File: src/rtl/spis_pkg.sv
// Shared constants for the buffered SPI slave.
// Assumes: characters are 8 bits and the FIFOs are small.
package spis_pkg;
    localparam int SPIS_CHAR_W      = 8;
    localparam int SPIS_FIFO_DEPTH  = 4;
    localparam int SPIS_SYNC_STAGES = 2;
endpackage

File: src/rtl/spis_sync.sv
// Multi-stage synchronizer for a vector of asynchronous pins.
// Assumes: each bit is independent; RST_VAL is the idle level of each pin.
module spis_sync #(
    parameter int            W       = 3,
    parameter int            STAGES  = 2,
    parameter logic [W-1:0]  RST_VAL = '0
) (
    input  logic         clk,
    input  logic         rst_n,
    input  logic [W-1:0] d,
    output logic [W-1:0] q
);
    logic [W-1:0] stage [STAGES];

    // First stage captures the raw pins.
    always_ff @(posedge clk) begin
        if (!rst_n) stage[0] <= RST_VAL;
        else        stage[0] <= d;
    end

    generate
        for (genvar i = 1; i < STAGES; i++) begin : g_stage
            // Each later stage retimes the one before it.
            always_ff @(posedge clk) begin
                if (!rst_n) stage[i] <= RST_VAL;
                else        stage[i] <= stage[i-1];
            end
        end
    endgenerate

    assign q = stage[STAGES-1];
endmodule

File: src/rtl/spis_fifo.sv
// Small synchronous FIFO with a show-ahead head output.
// Assumes: a push while full and a pop while empty are dropped silently.
module spis_fifo #(
    parameter int WIDTH = 8,
    parameter int DEPTH = 4
) (
    input  logic             clk,
    input  logic             rst_n,
    input  logic             push,
    input  logic [WIDTH-1:0] push_data,
    input  logic             pop,
    output logic [WIDTH-1:0] head,
    output logic             empty,
    output logic             full
);
    localparam int AW = (DEPTH > 1) ? $clog2(DEPTH) : 1;
    localparam int CW = $clog2(DEPTH + 1);

    logic [WIDTH-1:0] mem [DEPTH];
    logic [AW-1:0]    wptr, rptr;
    logic [CW-1:0]    cnt;
    logic             do_push, do_pop;

    assign empty   = (cnt == '0);
    assign full    = (cnt == CW'(DEPTH));
    assign do_push = push && !full;
    assign do_pop  = pop && !empty;
    assign head    = mem[rptr];

    // Storage write on an accepted push.
    always_ff @(posedge clk) begin
        if (do_push) mem[wptr] <= push_data;
    end

    // Pointer and occupancy bookkeeping with wrap at DEPTH.
    always_ff @(posedge clk) begin
        if (!rst_n) begin
            wptr <= '0;
            rptr <= '0;
            cnt  <= '0;
        end else begin
            if (do_push) wptr <= (wptr == AW'(DEPTH-1)) ? '0 : wptr + 1'b1;
            if (do_pop)  rptr <= (rptr == AW'(DEPTH-1)) ? '0 : rptr + 1'b1;
            if (do_push && !do_pop)      cnt <= cnt + 1'b1;
            else if (!do_push && do_pop) cnt <= cnt - 1'b1;
        end
    end
endmodule

File: src/rtl/spis_serdes.sv
// Bit engine: shifts received bits in, shifts staged transmit bits out,
// and stages the next transmit character or an underrun fallback.
// Assumes: sample pulses come only while selected, one per serial bit.
module spis_serdes #(
    parameter int W = 8
) (
    input  logic         clk,
    input  logic         rst_n,
    input  logic         sel_start,
    input  logic         sample,
    input  logic         mosi_bit,
    input  logic         lsb_first,
    input  logic         repeat_last,
    input  logic         tx_avail,
    input  logic [W-1:0] tx_head,
    output logic         tx_pop,
    output logic         underrun,
    output logic         rx_done,
    output logic [W-1:0] rx_char,
    output logic         miso_bit,
    output logic         staged
);
    localparam int           CNT_W = (W > 1) ? $clog2(W) : 1;
    localparam logic [W-1:0] BUSY  = '1;

    logic [CNT_W-1:0] bit_cnt;
    logic [W-1:0]     rx_sh, tx_sh, tx_hold, last_q, fetched;
    logic             staged_q, rx_done_q, last_bit, fetch;

    assign last_bit = sample && (bit_cnt == CNT_W'(W-1));
    assign fetch    = (sel_start && !staged_q) || last_bit;
    assign tx_pop   = fetch && tx_avail;
    assign underrun = fetch && !tx_avail;
    assign fetched  = tx_avail ? tx_head : (repeat_last ? last_q : BUSY);
    assign miso_bit = lsb_first ? tx_sh[0] : tx_sh[W-1];
    assign rx_done  = rx_done_q;
    assign rx_char  = rx_sh;
    assign staged   = staged_q;

    // Receive shifting and bit position, restarted by a new frame.
    always_ff @(posedge clk) begin
        if (!rst_n) begin
            bit_cnt   <= '0;
            rx_sh     <= '0;
            rx_done_q <= 1'b0;
        end else begin
            rx_done_q <= last_bit;
            if (sel_start) begin
                bit_cnt <= '0;
                rx_sh   <= '0;
            end else if (sample) begin
                bit_cnt <= last_bit ? '0 : bit_cnt + 1'b1;
                rx_sh   <= lsb_first ? {mosi_bit, rx_sh[W-1:1]}
                                     : {rx_sh[W-2:0], mosi_bit};
            end
        end
    end

    // Transmit staging, replay on reselect, and bit shifting.
    always_ff @(posedge clk) begin
        if (!rst_n) begin
            tx_sh    <= BUSY;
            tx_hold  <= BUSY;
            last_q   <= BUSY;
            staged_q <= 1'b0;
        end else if (fetch) begin
            tx_sh    <= fetched;
            tx_hold  <= fetched;
            staged_q <= tx_avail;
            if (tx_avail) last_q <= tx_head;
        end else if (sel_start) begin
            tx_sh <= tx_hold;
        end else if (sample) begin
            tx_sh <= lsb_first ? {1'b0, tx_sh[W-1:1]} : {tx_sh[W-2:0], 1'b0};
        end
    end
endmodule

File: src/rtl/spi_slave_buf.sv
// Buffered SPI slave: synchronizes the pins, finds the sampling edge for
// the configured mode, and joins the bit engine to two character FIFOs.
// Assumes: clk runs at least 8x the serial clock; cfg_* change only
// while select is high.
module spi_slave_buf
    import spis_pkg::*;
#(
    parameter int CHAR_W      = SPIS_CHAR_W,
    parameter int FIFO_DEPTH  = SPIS_FIFO_DEPTH,
    parameter int SYNC_STAGES = SPIS_SYNC_STAGES
) (
    input  logic              clk,
    input  logic              rst_n,
    input  logic              cfg_cpol,
    input  logic              cfg_cpha,
    input  logic              cfg_lsb_first,
    input  logic              cfg_repeat_last,
    input  logic              spi_sclk,
    input  logic              spi_cs_n,
    input  logic              spi_mosi,
    output logic              spi_miso,
    output logic              spi_miso_oe,
    input  logic              wr_en,
    input  logic [CHAR_W-1:0] wr_data,
    input  logic              rd_en,
    output logic [CHAR_W-1:0] rd_data,
    input  logic              ovf_clr,
    output logic              st_rx_valid,
    output logic              st_rx_ovf,
    output logic              st_tx_free,
    output logic              st_tx_idle,
    output logic              tx_underrun
);
    logic              cs_s, sclk_s, mosi_s, cs_prev, sclk_prev;
    logic              sel, sel_start, sample, rise_samples;
    logic              tx_pop, rx_done, miso_bit, staged, ovf_q;
    logic              tx_empty, tx_full, rx_empty, rx_full;
    logic [CHAR_W-1:0] tx_head, rx_head, rx_char;

    spis_sync #(.W(3), .STAGES(SYNC_STAGES), .RST_VAL(3'b100)) u_sync (
        .clk   (clk),
        .rst_n (rst_n),
        .d     ({spi_cs_n, spi_sclk, spi_mosi}),
        .q     ({cs_s, sclk_s, mosi_s})
    );

    // Previous synchronized levels for edge detection.
    always_ff @(posedge clk) begin
        if (!rst_n) begin
            cs_prev   <= 1'b1;
            sclk_prev <= 1'b0;
        end else begin
            cs_prev   <= cs_s;
            sclk_prev <= sclk_s;
        end
    end

    assign sel          = !cs_s;
    assign sel_start    = cs_prev && !cs_s;
    assign rise_samples = (cfg_cpol == cfg_cpha);
    assign sample       = sel && (rise_samples ? (sclk_s && !sclk_prev)
                                               : (!sclk_s && sclk_prev));

    spis_serdes #(.W(CHAR_W)) u_serdes (
        .clk         (clk),
        .rst_n       (rst_n),
        .sel_start   (sel_start),
        .sample      (sample),
        .mosi_bit    (mosi_s),
        .lsb_first   (cfg_lsb_first),
        .repeat_last (cfg_repeat_last),
        .tx_avail    (!tx_empty),
        .tx_head     (tx_head),
        .tx_pop      (tx_pop),
        .underrun    (tx_underrun),
        .rx_done     (rx_done),
        .rx_char     (rx_char),
        .miso_bit    (miso_bit),
        .staged      (staged)
    );

    spis_fifo #(.WIDTH(CHAR_W), .DEPTH(FIFO_DEPTH)) u_txq (
        .clk       (clk),
        .rst_n     (rst_n),
        .push      (wr_en),
        .push_data (wr_data),
        .pop       (tx_pop),
        .head      (tx_head),
        .empty     (tx_empty),
        .full      (tx_full)
    );

    spis_fifo #(.WIDTH(CHAR_W), .DEPTH(FIFO_DEPTH)) u_rxq (
        .clk       (clk),
        .rst_n     (rst_n),
        .push      (rx_done),
        .push_data (rx_char),
        .pop       (rd_en),
        .head      (rx_head),
        .empty     (rx_empty),
        .full      (rx_full)
    );

    // Sticky overflow: a dropped character sets it, ovf_clr clears it.
    always_ff @(posedge clk) begin
        if (!rst_n)                ovf_q <= 1'b0;
        else if (rx_done && rx_full) ovf_q <= 1'b1;
        else if (ovf_clr)          ovf_q <= 1'b0;
    end

    assign spi_miso_oe = sel;
    assign spi_miso    = sel && miso_bit;
    assign rd_data     = rx_empty ? '0 : rx_head;
    assign st_rx_valid = !rx_empty;
    assign st_rx_ovf   = ovf_q;
    assign st_tx_free  = !tx_full;
    assign st_tx_idle  = tx_empty && !staged;
endmodule

File: config.mk
export PLATFORM = sky130hd
export DESIGN_NAME = spi_slave_buf
export DESIGN_NICKNAME = d
export VERILOG_FILES = /design/src/rtl/spis_pkg.sv /design/src/rtl/spis_sync.sv /design/src/rtl/spis_fifo.sv /design/src/rtl/spis_serdes.sv /design/src/rtl/spi_slave_buf.sv
export SDC_FILE = /design/constraint.sdc
export NUM_CORES = 1
export LEC_CHECK = 0
export BUFFER_PORTS_ARGS = -buffer_cell sky130_fd_sc_hd__buf_4
export CORE_MARGIN = 3
export CORE_UTILIZATION = 60
export DETAILED_ROUTE_END_ITERATION = 8
export GPL_TIMING_DRIVEN = 1
export HOLD_SLACK_MARGIN = 0.12
export PLACE_DENSITY = 0.79
export SYNTH_ARGS = -nofsm -noshare
export SYNTH_HDL_FRONTEND = slang
export SYNTH_HIERARCHICAL = 1
export SYNTH_SLANG_ARGS = --single-unit
File: constraint.sdc
create_clock -name clk -period 9.34 [get_ports clk]
set_input_delay 1.401 -clock clk [delete_from_list [all_inputs] [get_ports clk]]
set_output_delay 1.401 -clock clk [all_outputs]
set_load 0.02 [all_outputs]
=== Yosys cells after proc, flatten, opt, wreduce, memory -nomap -nowiden ===
Memory sizes are Yosys's and may differ from the RTL's. A register that Yosys moved wholly into a read port is not among the register bits.
Index checks and enable logic that the tools add are counted.

* Add/sub/neg operators: 9
* Eq/ne operators: 8
* Muxes and demuxes: 33
* Bitwise gates (word level): 4
* Reduce and logical (&&, ||, !) cells: 40

{| class="wikitable"
|+ Operators by type and width
! operator !! number
|-
| 8-bit two-way mux || 8
|-
| 3-bit two-way mux || 7
|-
| 1-bit logical AND || 19
|-
| 2-bit two-way mux || 8
|-
| 1-bit logical NOT || 12
|-
| 1-bit two-way mux || 10
|-
| 3-bit by 1-bit adder with 3-bit output, second input constant || 3
|-
| 3-bit equality test, second input constant || 3
|-
| 2-bit by 1-bit adder with 2-bit output, second input constant || 4
|-
| 2-bit equality test, second input constant || 4
|-
| 3-bit logical NOT || 2
|-
| 2-bit nonzero test || 3
|-
| 3-bit by 1-bit subtractor with 3-bit output, second input constant || 2
|-
| 3-bit nonzero test || 1
|-
| 1-bit NOT || 2
|-
| 1-bit bitwise OR || 2
|-
| 2-bit AND reduction || 1
|-
| 2-bit OR reduction || 1
|-
| 1-bit equality test || 1
|-
| 1-bit logical OR || 1
|}

* Register bits after elaboration: 54
* Memory bits (writable): 70
* Output and inout port bits: 15
* Logic and storage cells: 113
* Memories: 3

{| class="wikitable"
|+ Memory list
! memory !! words !! bits a word !! read ports !! clocked after Yosys merged registers in !! wr ports !! RTL line !! RTL
|-
| u_rxq.mem || 4 || 8 || 1 || 1 || 1 || spis_fifo.sv:19 || <nowiki>logic [WIDTH-1:0] mem [DEPTH];</nowiki>
|-
| u_txq.mem || 4 || 8 || 1 || 1 || 1 || spis_fifo.sv:19 ||
|-
| u_sync.stage || 2 || 3 || 2 || 0 || 2 || spis_sync.sv:13 || <nowiki>logic [W-1:0] stage [STAGES];</nowiki>
|}

=== Logic depth before layout (Yosys ltp) ===
* Depth after elaboration: 11
* Mapped depth: 13
* Mapped depth without buffers: 12

=== Cells and area by module ===
The synthesis kept the hierarchy.

{| class="wikitable"
|+ By module, submodules not included
! module !! instances !! cells an instance !! area an instance (um^2)
|-
| spis_fifo || 2 || 93 || 1630.3
|-
| spis_serdes || 1 || 203 || 1824.2
|-
| spi_slave_buf || 1 || 27 || 203.9
|-
| spis_sync || 1 || 12 || 157.7
|}

=== Worst setup path before layout ===
No wires, ideal clock.

* Kind: in2out
* Start: input port cfg_cpha
* End: output port tx_underrun
* Arrival: 2.672 ns
* Path slack: 5.267 ns
* Stages on the path: 6
* Buffers on the path: 1
* Cell sequence: xnor2_1 -> mux2_1 -> and2_1 -> buf_2 -> nor2_2 -> nor2_1

* Cells in the longest elaborated chain, start to end: 6

{| class="wikitable"
|+ Ends and longest elaborated chain
! item !! RTL line !! RTL
|-
| from (decl) || spi_slave_buf.sv:15 || <nowiki>input logic cfg_cpha,</nowiki>
|-
| 1-bit equality test || spi_slave_buf.sv:60 || <nowiki>assign rise_samples = (cfg_cpol == cfg_cpha);</nowiki>
|-
| 1-bit two-way mux || spi_slave_buf.sv:61 || <nowiki>assign sample = sel && (rise_samples ? (sclk_s && !sclk_prev)</nowiki>
|-
| 1-bit logical AND || spi_slave_buf.sv:61 ||
|-
| net sample || spi_slave_buf.sv:35 || <nowiki>logic sel, sel_start, sample, rise_samples;</nowiki>
|-
| 1-bit logical AND || spis_serdes.sv:30 || <nowiki>assign last_bit = sample && (bit_cnt == CNT_W'(W-1));</nowiki>
|-
| 1-bit logical OR || spis_serdes.sv:31 || <nowiki>assign fetch = (sel_start && !staged_q) || last_bit;</nowiki>
|-
| 1-bit logical AND || spis_serdes.sv:33 || <nowiki>assign underrun = fetch && !tx_avail;</nowiki>
|-
| to (decl) || spi_slave_buf.sv:32 || <nowiki>output logic tx_underrun</nowiki>
|}

The timed path passes the listed nets, and every way through them passes these cells.

=== Worst setup path in the final report ===
Ends and elaborated chain as after synthesis.

==> results.env <==
RUN_STATUS='complete, no violations'
PLACEMENT_ROWS=34
INITIAL_CORE_UTILIZATION=0.622
SLEW_VIOLATIONS=0
SYN-CELL-AREA_UM2=5450
MAX_SLEW.WORST_PIN.SLEW_NS=1.22
AREA_DELTA_SYNTH_FINAL_PCT=16.7
LAYOUT_MIN_CYCLE_TIME_NS=4.75
M2_GR_USAGE=0.355
ROUTE.DETAILED.DRC=0
GLOBAL_ROUTE.PEAK_USAGE_LAYER='met2'
VIAS_PER_CELL=5.80
PORTBUFFERS=34
TRITONCTS='done'
TIMING.CRITICAL_PATH.ARRIVAL_NS=3.35
DESIGN.FINAL.NETS=494
TRITONCTS_NUM_SINKS=128
WIRE_LENGTH_OF_THE_FIRST_GLOBAL_ROUTING_PASS_MM=16.6
COUNT_OF_MAX_CAP_CONSTRAINT_VIOLATIONS=0
FP.COREAREA_UM2=8760
GRT_PASS1_VIAS=3407
POWER_mW=1.52
GRT-OVFL-TOTAL=0
DRT_FIRST_PASS_ITERS=5
PATH_MAX_FANOUT=24
HOLD_SLACK_NS=0.432
ACHIEVABLE-FREQUENCY_MHz=211
FIN_WS_NS=4.59
ANTENNA_CELLS_INSERTED=0
CLOCK_ROOT_CELL='sky130_fd_sc_hd__clkbuf_8'
WORST_SETUP_PATH_END_KIND='output port'
PLACE_WS_NS=4.58
CTS.CLK_SLEW.WORST_PATHS_NS=0.06
CP_DATA_REQUIRED_TIME_NS=7.94
FIN_CELLS=579
DIE_X_UM=101
NUMPLACEDINSTANCES=547
POST_CTS.REPAIR.SETUP_BUFFERS=0
CLK_PATH_BUF_DEPTH=2
FINAL_HOLD_VIOL_COUNT=0
CRITICAL_PATH.STARTPOINT_TYPE='input port'
FILLER_CELL_COUNT=572
GLOBALROUTETOTALUTIL=0.212
TIMING.FINAL.SETUP_VIOLATIONS=0
MET3_USAGE=0.0613
GR-USAGE-MET1=0.267
POWER_LEAKAGE_nW=2.36
MOST-COMMON-LAYOUT-CELLS='64 x sky130_fd_sc_hd__dfxtp_1, 64 x sky130_fd_sc_hd__edfxtp_1, 35 x sky130_fd_sc_hd__buf_4'
SYNTH-SEQ-AREA-SHARE=0.588
ANTENNA_FOUND_INITIAL=0
POWER-PER-CELL-AREA_nW_PER_UM2=240
UNIQUE_MASTERS_POST_SYNTH=40
SYNTH-SEQ-CELLS=128
FP.DIEAREA_UM2=10300
ANT_NETS=0
POST_CTS_HOLD_BUFFER_COUNT=0
AVGSYNTHCELLAREA_UM2=12.7
SETUP-TNS-FINAL_NS=0
PATH_CLASS='in2out'
DRT-WIRELENGTH-PER-CELL_UM=17.3
TOTALWIRELENGTH_MM=10.0
IO_PINS=35
CLKLATENCYLATEPIN_NS=0.51
TIMING.FINAL.CRIT_SHARE=0.509
CTS_INSERTED_BUFFERS=17
GRT_START_MAX_NET_PINS=52
GP_ROUTABILITY_CONGESTION=0.794
H-TREE-DEPTH=4
CTS-RESIZED-GATES=0
TIMING.HOLD.WORST.CLASS='reg2reg'
DRT_ITER0_DRC=186
POSTLAYOUTCOREUTIL=0.725
POSTLAYOUTCELLAREA_UM2=6350
DRIVE_ABOVE_1_SHARE=0.202
SYNTH.YOSYS.WARNINGS=6
DETAILROUTE.VIA_COUNT=3356
SYN-NUM-NETS=464
VDD.IR_DROP.WORST_mV=0.153
SETUP_REPAIR_AFTER_GLOBAL_ROUTING_MISSED_ITS_MARGIN='no'
PLACE.DETAILED.HPWL_MM=6.48
TIMING.SLEW.HEADROOM=0.182
PLACED_AREA_UM2=5730
SYN_INST=428
DIEHEIGHT_UM=101
TIMING.CLOCK.SKEW_NS=0.00768
-- synth_stat cells --
cell type / n / share of area
sky130_fd_sc_hd__a211oi_1: 10 / 0.014
sky130_fd_sc_hd__a21boi_0: 3 / 0.0041
sky130_fd_sc_hd__a21oi_1: 5 / 0.0046
sky130_fd_sc_hd__a221oi_1: 8 / 0.013
sky130_fd_sc_hd__a22o_1: 6 / 0.0096
sky130_fd_sc_hd__and2_1: 16 / 0.018
sky130_fd_sc_hd__and3b_1: 1 / 0.0016
sky130_fd_sc_hd__buf_1: 4 / 0.0028
sky130_fd_sc_hd__buf_2: 11 / 0.010
sky130_fd_sc_hd__buf_4: 2 / 0.0028
sky130_fd_sc_hd__clkbuf_1: 7 / 0.0048
sky130_fd_sc_hd__dfxtp_1: 64 / 0.24
sky130_fd_sc_hd__edfxtp_1: 64 / 0.35
sky130_fd_sc_hd__fa_1: 2 / 0.0074
sky130_fd_sc_hd__ha_1: 14 / 0.032
sky130_fd_sc_hd__inv_1: 25 / 0.017
sky130_fd_sc_hd__inv_2: 1 / 0.00069
sky130_fd_sc_hd__mux2_1: 1 / 0.0021
sky130_fd_sc_hd__mux2_2: 7 / 0.014
sky130_fd_sc_hd__mux2i_1: 22 / 0.040
sky130_fd_sc_hd__mux4_2: 16 / 0.066
sky130_fd_sc_hd__nand2_1: 18 / 0.012
sky130_fd_sc_hd__nand2b_1: 8 / 0.0092
sky130_fd_sc_hd__nand3_1: 12 / 0.011
sky130_fd_sc_hd__nand3b_1: 1 / 0.0014
sky130_fd_sc_hd__nor2_1: 32 / 0.022
sky130_fd_sc_hd__nor2_2: 1 / 0.0011
sky130_fd_sc_hd__nor2b_1: 15 / 0.017
sky130_fd_sc_hd__nor3_1: 2 / 0.0018
sky130_fd_sc_hd__nor3_2: 1 / 0.0018
sky130_fd_sc_hd__nor3b_1: 3 / 0.0041
sky130_fd_sc_hd__nor3b_2: 2 / 0.0046
sky130_fd_sc_hd__o211ai_1: 24 / 0.033
sky130_fd_sc_hd__o21ai_0: 7 / 0.0064
sky130_fd_sc_hd__o21ai_2: 1 / 0.0016
sky130_fd_sc_hd__o31ai_1: 2 / 0.0028
sky130_fd_sc_hd__or3_1: 2 / 0.0023
sky130_fd_sc_hd__or3b_1: 3 / 0.0048
sky130_fd_sc_hd__xnor2_1: 3 / 0.0048
sky130_fd_sc_hd__xor2_1: 2 / 0.0032
-- registers in the layout, summed over array words and instances (netlist names), 2 cells and up, named ones only --
signal	count
u_rxq/cnt	3
u_rxq/mem	32
u_rxq/rptr	2
u_rxq/wptr	2
u_serdes/bit_cnt	3
u_serdes/last_q	8
u_serdes/rx_char	8
u_serdes/tx_hold	8
u_serdes/tx_sh	8
u_sync/stage	6
u_txq/cnt	3
u_txq/mem	32
u_txq/rptr	2
u_txq/wptr	2
-- kinds of logic (layout without fill, tap and decap cells) --
logic type,after synthesis,after routing,synth area share
xor+xnor,5,5,0.00804
buf+inv,50,93,0.0384
compound gates,66,66,0.0889
mux,46,46,0.123
fa+ha+maj,16,16,0.0395
flops,128,128,0.588
simple gates,117,117,0.114
-- power by group --
group          total (mW)  switching [mW]  internal, mW
Clock               0.682           0.244         0.439
Sequential          0.651          0.0252         0.625
Combinational       0.190           0.112        0.0780
Total                1.52           0.381          1.14
-- routing by layer --
layer / wire [µm] / vias to the layer above
li1: - / 1624
met1: 4290 / 1640
met3: 453 / 13
met4: 129 / 0
met5: 0 / -
met2: 5150 / 79
-- worst max-delay path: stages --
cell	delay [ns]
sky130_fd_sc_hd__buf_4	0.11
sky130_fd_sc_hd__xnor2_1	0.16
sky130_fd_sc_hd__mux2_1	0.64
sky130_fd_sc_hd__and2_1	0.41
sky130_fd_sc_hd__nor2_2	0.37
sky130_fd_sc_hd__nor2_1	0.07
sky130_fd_sc_hd__buf_4	0.18
-- final timing paths --
path | slack, ns | startpoint | depth (start not counted) | to
min | 0.43 | u_sync/stage[0][2] | 1 | u_sync/stage[1][2]
min reg2reg | 0.43 | u_sync/stage[0][2] | 1 | u_sync/stage[1][2]
max reg2reg | 5.91 | u_sync/stage[1][1] | 12 | u_txq/cnt[2]
max | 4.59 | cfg_cpha | 7 | tx_underrun
-- area by class of cell --
class                      instances  area, µm²  share of cell area
clock buffer                      18        418              0.0658
clock inverter                    14        203              0.0319
inverter                          26       97.6              0.0154
multi-input combinational        250       2030               0.320
sequential                       128       3200               0.504
tap                              108        135              0.0213
timing repair buffer              35        263              0.0414
Power figures use the tool's default switching activity.
